===== config.mk =====
export PLATFORM = sky130hd
export DESIGN_NAME = dual_issue_ctrl
export DESIGN_NICKNAME = d
export VERILOG_FILES = /design/src/rtl/disc_pkg.sv /design/src/rtl/disc_pair_buf.sv /design/src/rtl/disc_issue_sel.sv /design/src/rtl/disc_unit_track.sv /design/src/rtl/disc_scoreboard.sv /design/src/rtl/dual_issue_ctrl.sv
export SDC_FILE = /design/constraint.sdc
export NUM_CORES = 1
export LEC_CHECK = 0
export BUFFER_PORTS_ARGS = -buffer_cell sky130_fd_sc_hd__buf_2
export CAP_MARGIN = 20
export CORE_MARGIN = 3
export CORE_UTILIZATION = 65
export CTS_CLUSTER_SIZE = 25
export DETAILED_ROUTE_END_ITERATION = 16
export GPL_TIMING_DRIVEN = 0
export PLACE_DENSITY = 0.93
export SETUP_SLACK_MARGIN = 0.5
export SYNTH_ARGS = -nofsm -noshare
export SYNTH_HDL_FRONTEND = slang
export SYNTH_SLANG_ARGS = --single-unit

===== constraint.sdc =====
create_clock -name clk -period 5.1 [get_ports clk]
set_clock_uncertainty 0.15 [all_clocks]
set_input_delay 0.51 -clock clk [delete_from_list [all_inputs] [get_ports clk]]
set_output_delay 0.51 -clock clk [all_outputs]
set_load 0.05 [all_outputs]

===== src/rtl/disc_pkg.sv =====
package disc_pkg;
  parameter int NUM_REGS  = 16;
  parameter int NUM_UNITS = 3;
  parameter int LAT_W     = 3;
  localparam int RW = $clog2(NUM_REGS);
  localparam int UW = $clog2(NUM_UNITS);

  typedef struct packed {
    logic [RW-1:0]    dst;
    logic             wr;
    logic [RW-1:0]    src_a;
    logic [RW-1:0]    src_b;
    logic [UW-1:0]    unit;
    logic [LAT_W-1:0] lat;
    logic             br;
  } instr_t;
endpackage


===== src/rtl/disc_pair_buf.sv =====
module disc_pair_buf
  import disc_pkg::*;
(
  input  logic       clk,
  input  logic       rst,
  input  logic       load,
  input  instr_t     in0,
  input  instr_t     in1,
  input  logic [1:0] clr,
  output logic [1:0] vld,
  output instr_t     slot0,
  output instr_t     slot1,
  output logic       empty
);
  always_ff @(posedge clk) begin
    if (rst) vld <= 2'b00;
    else if (load) vld <= 2'b11;
    else vld <= vld & ~clr;
  end

  // payload carries no reset; only the valid bits qualify it
  always_ff @(posedge clk) begin
    if (load) begin
      slot0 <= in0;
      slot1 <= in1;
    end
  end

  assign empty = (vld == 2'b00);
endmodule


===== src/rtl/disc_issue_sel.sv =====
module disc_issue_sel
  import disc_pkg::*;
(
  input  logic [1:0]          vld,
  input  instr_t              s0,
  input  instr_t              s1,
  input  logic [LAT_W-1:0]    cnt [NUM_UNITS],
  input  logic [NUM_REGS-1:0] pending,
  input  logic                br_busy,
  output logic [1:0]          go
);
  logic free0, free1, ord0, ord1, ok0, ok1, pair_ok;

  always_comb begin
    free0 = 1'b1;
    free1 = 1'b1;
    ord0  = 1'b1;
    ord1  = 1'b1;
    for (int u = 0; u < NUM_UNITS; u++) begin
      if (s0.unit == UW'(u) && cnt[u] != '0) free0 = 1'b0;
      if (s1.unit == UW'(u) && cnt[u] != '0) free1 = 1'b0;
      if (cnt[u] > s0.lat) ord0 = 1'b0;
      if (cnt[u] > s1.lat) ord1 = 1'b0;
    end
    ok0 = free0 && ord0 && !br_busy
          && !pending[s0.src_a] && !pending[s0.src_b]
          && !(s0.wr && pending[s0.dst]);
    ok1 = free1 && ord1 && !br_busy
          && !pending[s1.src_a] && !pending[s1.src_b]
          && !(s1.wr && pending[s1.dst]);
    go[0] = vld[0] && ok0;
    pair_ok = go[0] && !s0.br
              && (s1.unit != s0.unit)
              && (s1.lat >= s0.lat)
              && !(s0.wr && (s1.src_a == s0.dst || s1.src_b == s0.dst))
              && !(s0.wr && s1.wr && s1.dst == s0.dst);
    go[1] = vld[1] && ok1 && (!vld[0] || pair_ok);
  end
endmodule


===== src/rtl/disc_unit_track.sv =====
module disc_unit_track
  import disc_pkg::*;
(
  input  logic                 clk,
  input  logic                 rst,
  input  logic                 go0,
  input  logic                 go1,
  input  instr_t               ins0,
  input  instr_t               ins1,
  output logic [LAT_W-1:0]     cnt [NUM_UNITS],
  output logic                 br_busy,
  output logic [NUM_UNITS-1:0] done_wr,
  output logic [RW-1:0]        done_dst [NUM_UNITS],
  output logic [1:0]           wb_valid,
  output logic [RW-1:0]        wb_reg0,
  output logic [RW-1:0]        wb_reg1
);
  logic [NUM_UNITS-1:0] hit0, hit1, done, young_q, wr_q, brf_q;

  for (genvar u = 0; u < NUM_UNITS; u++) begin : g_unit
    assign hit0[u] = go0 && (ins0.unit == UW'(u));
    assign hit1[u] = go1 && (ins1.unit == UW'(u));
    assign done[u] = (cnt[u] == LAT_W'(1));
  end

  always_ff @(posedge clk) begin
    for (int u = 0; u < NUM_UNITS; u++) begin
      if (rst) begin
        cnt[u]      <= '0;
        brf_q[u]    <= 1'b0;
        wr_q[u]     <= 1'b0;
        young_q[u]  <= 1'b0;
        done_dst[u] <= '0;
      end else if (hit0[u]) begin
        cnt[u]      <= ins0.lat;
        brf_q[u]    <= ins0.br;
        wr_q[u]     <= ins0.wr;
        young_q[u]  <= 1'b0;
        done_dst[u] <= ins0.dst;
      end else if (hit1[u]) begin
        cnt[u]      <= ins1.lat;
        brf_q[u]    <= ins1.br;
        wr_q[u]     <= ins1.wr;
        young_q[u]  <= go0;
        done_dst[u] <= ins1.dst;
      end else if (cnt[u] != '0) begin
        cnt[u] <= cnt[u] - LAT_W'(1);
        if (done[u]) brf_q[u] <= 1'b0;
      end
    end
  end

  assign br_busy = |brf_q;
  assign done_wr = done & wr_q;

  // older finisher to port 0, the younger of a dual-issued pair to port 1
  logic          old_v, yng_v;
  logic [RW-1:0] old_d, yng_d;
  always_comb begin
    old_v = 1'b0;
    yng_v = 1'b0;
    old_d = '0;
    yng_d = '0;
    for (int u = 0; u < NUM_UNITS; u++) begin
      if (done_wr[u]) begin
        if (young_q[u]) begin
          yng_v = 1'b1;
          yng_d = done_dst[u];
        end else begin
          old_v = 1'b1;
          old_d = done_dst[u];
        end
      end
    end
  end

  always_ff @(posedge clk) begin
    if (rst) begin
      wb_valid <= 2'b00;
      wb_reg0  <= '0;
      wb_reg1  <= '0;
    end else begin
      wb_valid <= {old_v && yng_v, old_v || yng_v};
      wb_reg0  <= old_v ? old_d : yng_d;
      wb_reg1  <= yng_d;
    end
  end
endmodule


===== src/rtl/disc_scoreboard.sv =====
module disc_scoreboard
  import disc_pkg::*;
(
  input  logic                 clk,
  input  logic                 rst,
  input  logic                 go0,
  input  logic                 go1,
  input  instr_t               ins0,
  input  instr_t               ins1,
  input  logic [NUM_UNITS-1:0] done_wr,
  input  logic [RW-1:0]        done_dst [NUM_UNITS],
  output logic [NUM_REGS-1:0]  pending
);
  logic [NUM_REGS-1:0] set_m, clr_m;

  always_comb begin
    set_m = '0;
    clr_m = '0;
    for (int u = 0; u < NUM_UNITS; u++)
      if (done_wr[u]) clr_m[done_dst[u]] = 1'b1;
    if (go0 && ins0.wr) set_m[ins0.dst] = 1'b1;
    if (go1 && ins1.wr) set_m[ins1.dst] = 1'b1;
  end

  always_ff @(posedge clk) begin
    if (rst) pending <= '0;
    else pending <= (pending & ~clr_m) | set_m;
  end
endmodule


===== src/rtl/dual_issue_ctrl.sv =====
module dual_issue_ctrl
  import disc_pkg::*;
(
  input  logic             clk,
  input  logic             rst,
  input  logic             in_valid,
  output logic             in_ready,
  input  logic [RW-1:0]    s0_dst,
  input  logic             s0_wr,
  input  logic [RW-1:0]    s0_src_a,
  input  logic [RW-1:0]    s0_src_b,
  input  logic [UW-1:0]    s0_unit,
  input  logic [LAT_W-1:0] s0_lat,
  input  logic             s0_br,
  input  logic [RW-1:0]    s1_dst,
  input  logic             s1_wr,
  input  logic [RW-1:0]    s1_src_a,
  input  logic [RW-1:0]    s1_src_b,
  input  logic [UW-1:0]    s1_unit,
  input  logic [LAT_W-1:0] s1_lat,
  input  logic             s1_br,
  output logic [1:0]       iss_valid,
  output logic [UW-1:0]    iss_unit0,
  output logic [UW-1:0]    iss_unit1,
  output logic [1:0]       wb_valid,
  output logic [RW-1:0]    wb_reg0,
  output logic [RW-1:0]    wb_reg1
);
  instr_t               in0, in1, slot0, slot1;
  logic [1:0]           slot_vld, go;
  logic                 buf_empty, br_busy;
  logic [LAT_W-1:0]     unit_cnt [NUM_UNITS];
  logic [NUM_UNITS-1:0] done_wr;
  logic [RW-1:0]        done_dst [NUM_UNITS];
  logic [NUM_REGS-1:0]  pending;

  assign in0 = '{dst: s0_dst, wr: s0_wr, src_a: s0_src_a, src_b: s0_src_b,
                 unit: s0_unit, lat: s0_lat, br: s0_br};
  assign in1 = '{dst: s1_dst, wr: s1_wr, src_a: s1_src_a, src_b: s1_src_b,
                 unit: s1_unit, lat: s1_lat, br: s1_br};
  assign in_ready = buf_empty;

  disc_pair_buf u_buf (
    .clk(clk), .rst(rst), .load(in_valid && buf_empty),
    .in0(in0), .in1(in1), .clr(go),
    .vld(slot_vld), .slot0(slot0), .slot1(slot1), .empty(buf_empty)
  );

  disc_issue_sel u_sel (
    .vld(slot_vld), .s0(slot0), .s1(slot1), .cnt(unit_cnt),
    .pending(pending), .br_busy(br_busy), .go(go)
  );

  disc_unit_track u_units (
    .clk(clk), .rst(rst), .go0(go[0]), .go1(go[1]),
    .ins0(slot0), .ins1(slot1), .cnt(unit_cnt), .br_busy(br_busy),
    .done_wr(done_wr), .done_dst(done_dst),
    .wb_valid(wb_valid), .wb_reg0(wb_reg0), .wb_reg1(wb_reg1)
  );

  disc_scoreboard u_sb (
    .clk(clk), .rst(rst), .go0(go[0]), .go1(go[1]),
    .ins0(slot0), .ins1(slot1), .done_wr(done_wr), .done_dst(done_dst),
    .pending(pending)
  );

  always_ff @(posedge clk) begin
    if (rst) begin
      iss_valid <= 2'b00;
      iss_unit0 <= '0;
      iss_unit1 <= '0;
    end else begin
      iss_valid <= go;
      iss_unit0 <= slot0.unit;
      iss_unit1 <= slot1.unit;
    end
  end
endmodule


==> results by group <==
Final layout
  • Net count, final: 782
  • Most frequent cells in the layout: dfxtp_1 (64), buf_2 (61), nand2_1 (48)
  • Commonest non-fill, non-tap cell in the layout: dfxtp_1
  • Layout cell share with drive strength beyond 1: 16.6%
  • Final Util: 74.5%
  • ANT cells: 0
  • Cell area after layout: 0.00691 mm^2
  • Layout area overhead: 10.4%
  • Filler instances: 682

Yosys
  • Synth warn: 0
  • Post-synthesis sequential area ratio: 38.7%
  • Post-Synthesis Cells: 643
  • EDFF count, synth: 38
  • Yosys reg bits: 102
  • Post-synthesis cell area: 0.00626 mm^2
  • Mapped Avg Cell Area: 9.74 um^2
  • Synth Flop Type: dfxtp_1
  • Post-synth ARST share: 0%
  • Post-synth net total: 714
  • Synth cell types: 66

Placed design
  • GP Congestion: 1.03
  • PortBufs: 56
  • Placement Cell Area: 0.00673 mm^2
  • DP HPWL: 14100 um

Clock network
  • Post-CTS Setup Bufs: 0
  • CTS sink cnt: 102
  • Skew-Pair Late Insertion Delay: 0.37 ns
  • Root Buffer: clkbuf_8
  • Worst-path clk slew: 0.11 ns
  • CTS H-tree lvls: 3
  • CTS max path bufs: 2
  • Post-CTS Resized: 0
  • CTS Buf Count: 9
  • CTS tree: yes
  • CTS Hold Buffers Added: 0

GRT
  • Total GRT Usage: 35.1%
  • First-pass GRT wire length: 30000 um
  • Vias in the first global route: 5848
  • Initial antenna violation count: 0
  • Gr ovfl total: 0
  • Largest net degree at the start of global routing: 28

Timing
  • Final setup TNS: 0 ns
  • Post-layout min period: 3.76 ns
  • Final Hold Violating Endpoints: 0
  • Relative slew slack: 52.8%
  • Final setup viols: 0
  • Final slew viol count: 0
  • Fin crit share: 73.8%
  • Slew of the pin with the lowest slew margin: 0.708 ns
  • Fmax: 0.266 GHz
  • RSZ-0062 raised after global routing: no

Worst hold path
  • Worst Hold Endpoint: u_buf.slot0[13]$_DFFE_PP_
  • Hold Path Class: in2reg
  • Hold path startpoint: s0_src_a[3]
  • Hold Path Stages: 1

Route
  • Vias per std cell: 6.98
  • Drc violations: 0
  • Iteration-0 DRC Markers: 689
  • Detailed Routing Iterations Pass 1: 6
  • Antenna Nets Post-Route: 0
  • Wire per inst: 22.6 um
  • Vias: 5896
  • Drt total wl: 19100 um

Setup path
  • Crit path launch type: register
  • Reg2reg setup slack: 1.34 ns
  • FF-to-FF End: u_units.cnt[4]$_SDFFE_PP0P_
  • Reg2Reg Launch Point: u_units.cnt[3]$_SDFFE_PP0P_
  • CP Capture Type: register
  • Critical path type: reg2reg
  • R2R depth: 11
  • Crit-path max FO: 10
  • CP arrival: 3.89 ns
  • Req. time, crit path: 5.23 ns

Pwr
  • Peak VDD IR: 0.000294 V
  • Power density cells: 344 mW/mm^2
  • P_leak: 2.58 nW

Floorplan
  • Core ar.: 0.00928 mm^2
  • Die H: 104 um
  • Die X: 104 um
  • Site Rows: 35
  • Initial Utilization: 67.5%
  • Die area: 0.0109 mm^2
  • Top Ports: 58

Outcome
  • Status: completed

Job
  • Maxcap violations: 0
[worst max path at each step]
stage / start / endpoint / slack (ns) / depth (start not counted)
global route: u_units.cnt[3]$_SDFFE_PP0P_ / u_units.cnt[4]$_SDFFE_PP0P_ / 1.14 / 11
floorplan: u_buf.slot0[12]$_DFFE_PP_ / u_units.cnt[8]$_SDFFE_PP0P_ / 2.15 / 10
global placement: u_units.cnt[3]$_SDFFE_PP0P_ / u_units.cnt[4]$_SDFFE_PP0P_ / 1.61 / 11
CTS: u_units.cnt[3]$_SDFFE_PP0P_ / u_units.cnt[4]$_SDFFE_PP0P_ / 1.48 / 11
detailed placement: u_units.cnt[3]$_SDFFE_PP0P_ / u_units.cnt[4]$_SDFFE_PP0P_ / 1.51 / 11
finish: u_units.cnt[3]$_SDFFE_PP0P_ / u_units.cnt[4]$_SDFFE_PP0P_ / 1.34 / 11
[final cells by class]
class                      instances  area (um^2)  area share (%)
inverter                          23         86.3            1.25
timing repair buffer              57          308            4.45
sequential                       102         2420            35.0
clock buffer                      10          138            1.99
buffer                            44          194            2.80
clock inverter                     6         43.8           0.633
tap                              129          161            2.33
multi-input combinational        474         3560            51.5
[metrics by stage]
stage               setup slack, ns  cells  hold slack, ns  total power (W)
global placement               1.61    828           0.313          0.00181
CTS                            1.48    845           0.151          0.00235
finish                         1.34    845           0.154          0.00238
global route                   1.14    845           0.151          0.00249
floorplan                      2.15    643           0.303          0.00163
detailed placement             1.51    829           0.329          0.00187
[kinds of logic (layout without fill, tap and decap cells)]
| group | count (synthesis) | count (layout) | synth area share [%] |
|---|---|---|---|
| xor gates and xnor gates | 17 | 17 | 2.38 |
| muxes | 48 | 48 | 11.8 |
| adders and majority gates | 30 | 30 | 5.99 |
| buffers and inverters | 67 | 140 | 4.47 |
| DFF | 102 | 102 | 38.7 |
| AOI/OAI and AO/OA | 154 | 154 | 17.2 |
| and+or+nand+nor | 225 | 225 | 19.5 |
[worst max-delay path: stages, from the launching register on]
cell	delay, ns
dfxtp_1	0.33
inv_1	0.17
ha_1	0.23
nor2b_1	0.53
a211oi_1	0.17
nor3_1	0.22
and4_1	0.31
nand3_1	0.24
nor3b_1	0.49
clkbuf_1	0.42
a21oi_1	0.13
a31o_2	0.26
[synth_stat cells (all sizes together) (5+ instances only)]
library cell,instances,area share (%)
dfxtp,64,20
nand2,48,2.9
nor2,40,2.4
edfxtp,38,18
nand3,36,2.9
a22oi,32,3.8
ha,30,6.0
a21oi,29,2.3
clkbuf,28,1.7
o21ai,28,2.2
mux2i,24,3.8
inv,23,1.4
mux4,20,7.3
nor2b,20,2.0
nor3,17,1.5
buf,16,1.4
a221oi,11,1.5
xnor2,10,1.4
nand2b,8,0.80
nand3b,8,0.96
o41ai,8,1.1
a211oi,7,0.84
nor3b,7,0.84
xor2,7,0.98
and2,6,0.60
nand4,6,0.60
a32oi,5,0.70
and3,5,0.50
nor4,5,0.84
o311ai,5,0.70
o31ai,5,0.60
[power breakdown]
group,switching [W],internal [W]
sequential,0.000107,0.000940
clock,0.000292,0.000194
combinational,0.000509,0.000336
[state kept, by name (all words and copies together), names as in the netlist]
register          flops
iss_unit0             2
u_buf.slot0          19
u_buf.slot1          19
u_units.wb_reg0       4
u_units.cnt           9
u_units.wr_q          3
u_units.wb_reg1       4
iss_unit1             2
u_units.young_q       3
u_units.wb_valid      2
u_units.done_dst     12
iss_valid             2
u_units.brf_q         3
u_buf.vld             2
u_sb.pending         16
[metal layers]
metal | vias to the layer above | GRT usage (%) | wire length, um
met1 | 2696 | 45.0 | 7090
met5 | - | 0 | 0
met2 | 504 | 55.2 | 8460
met4 | 0 | 17.5 | 972
li1 | 2581 | - | -
met3 | 115 | 9.25 | 2590
Note: power is estimated with default switching activity, not from simulation.
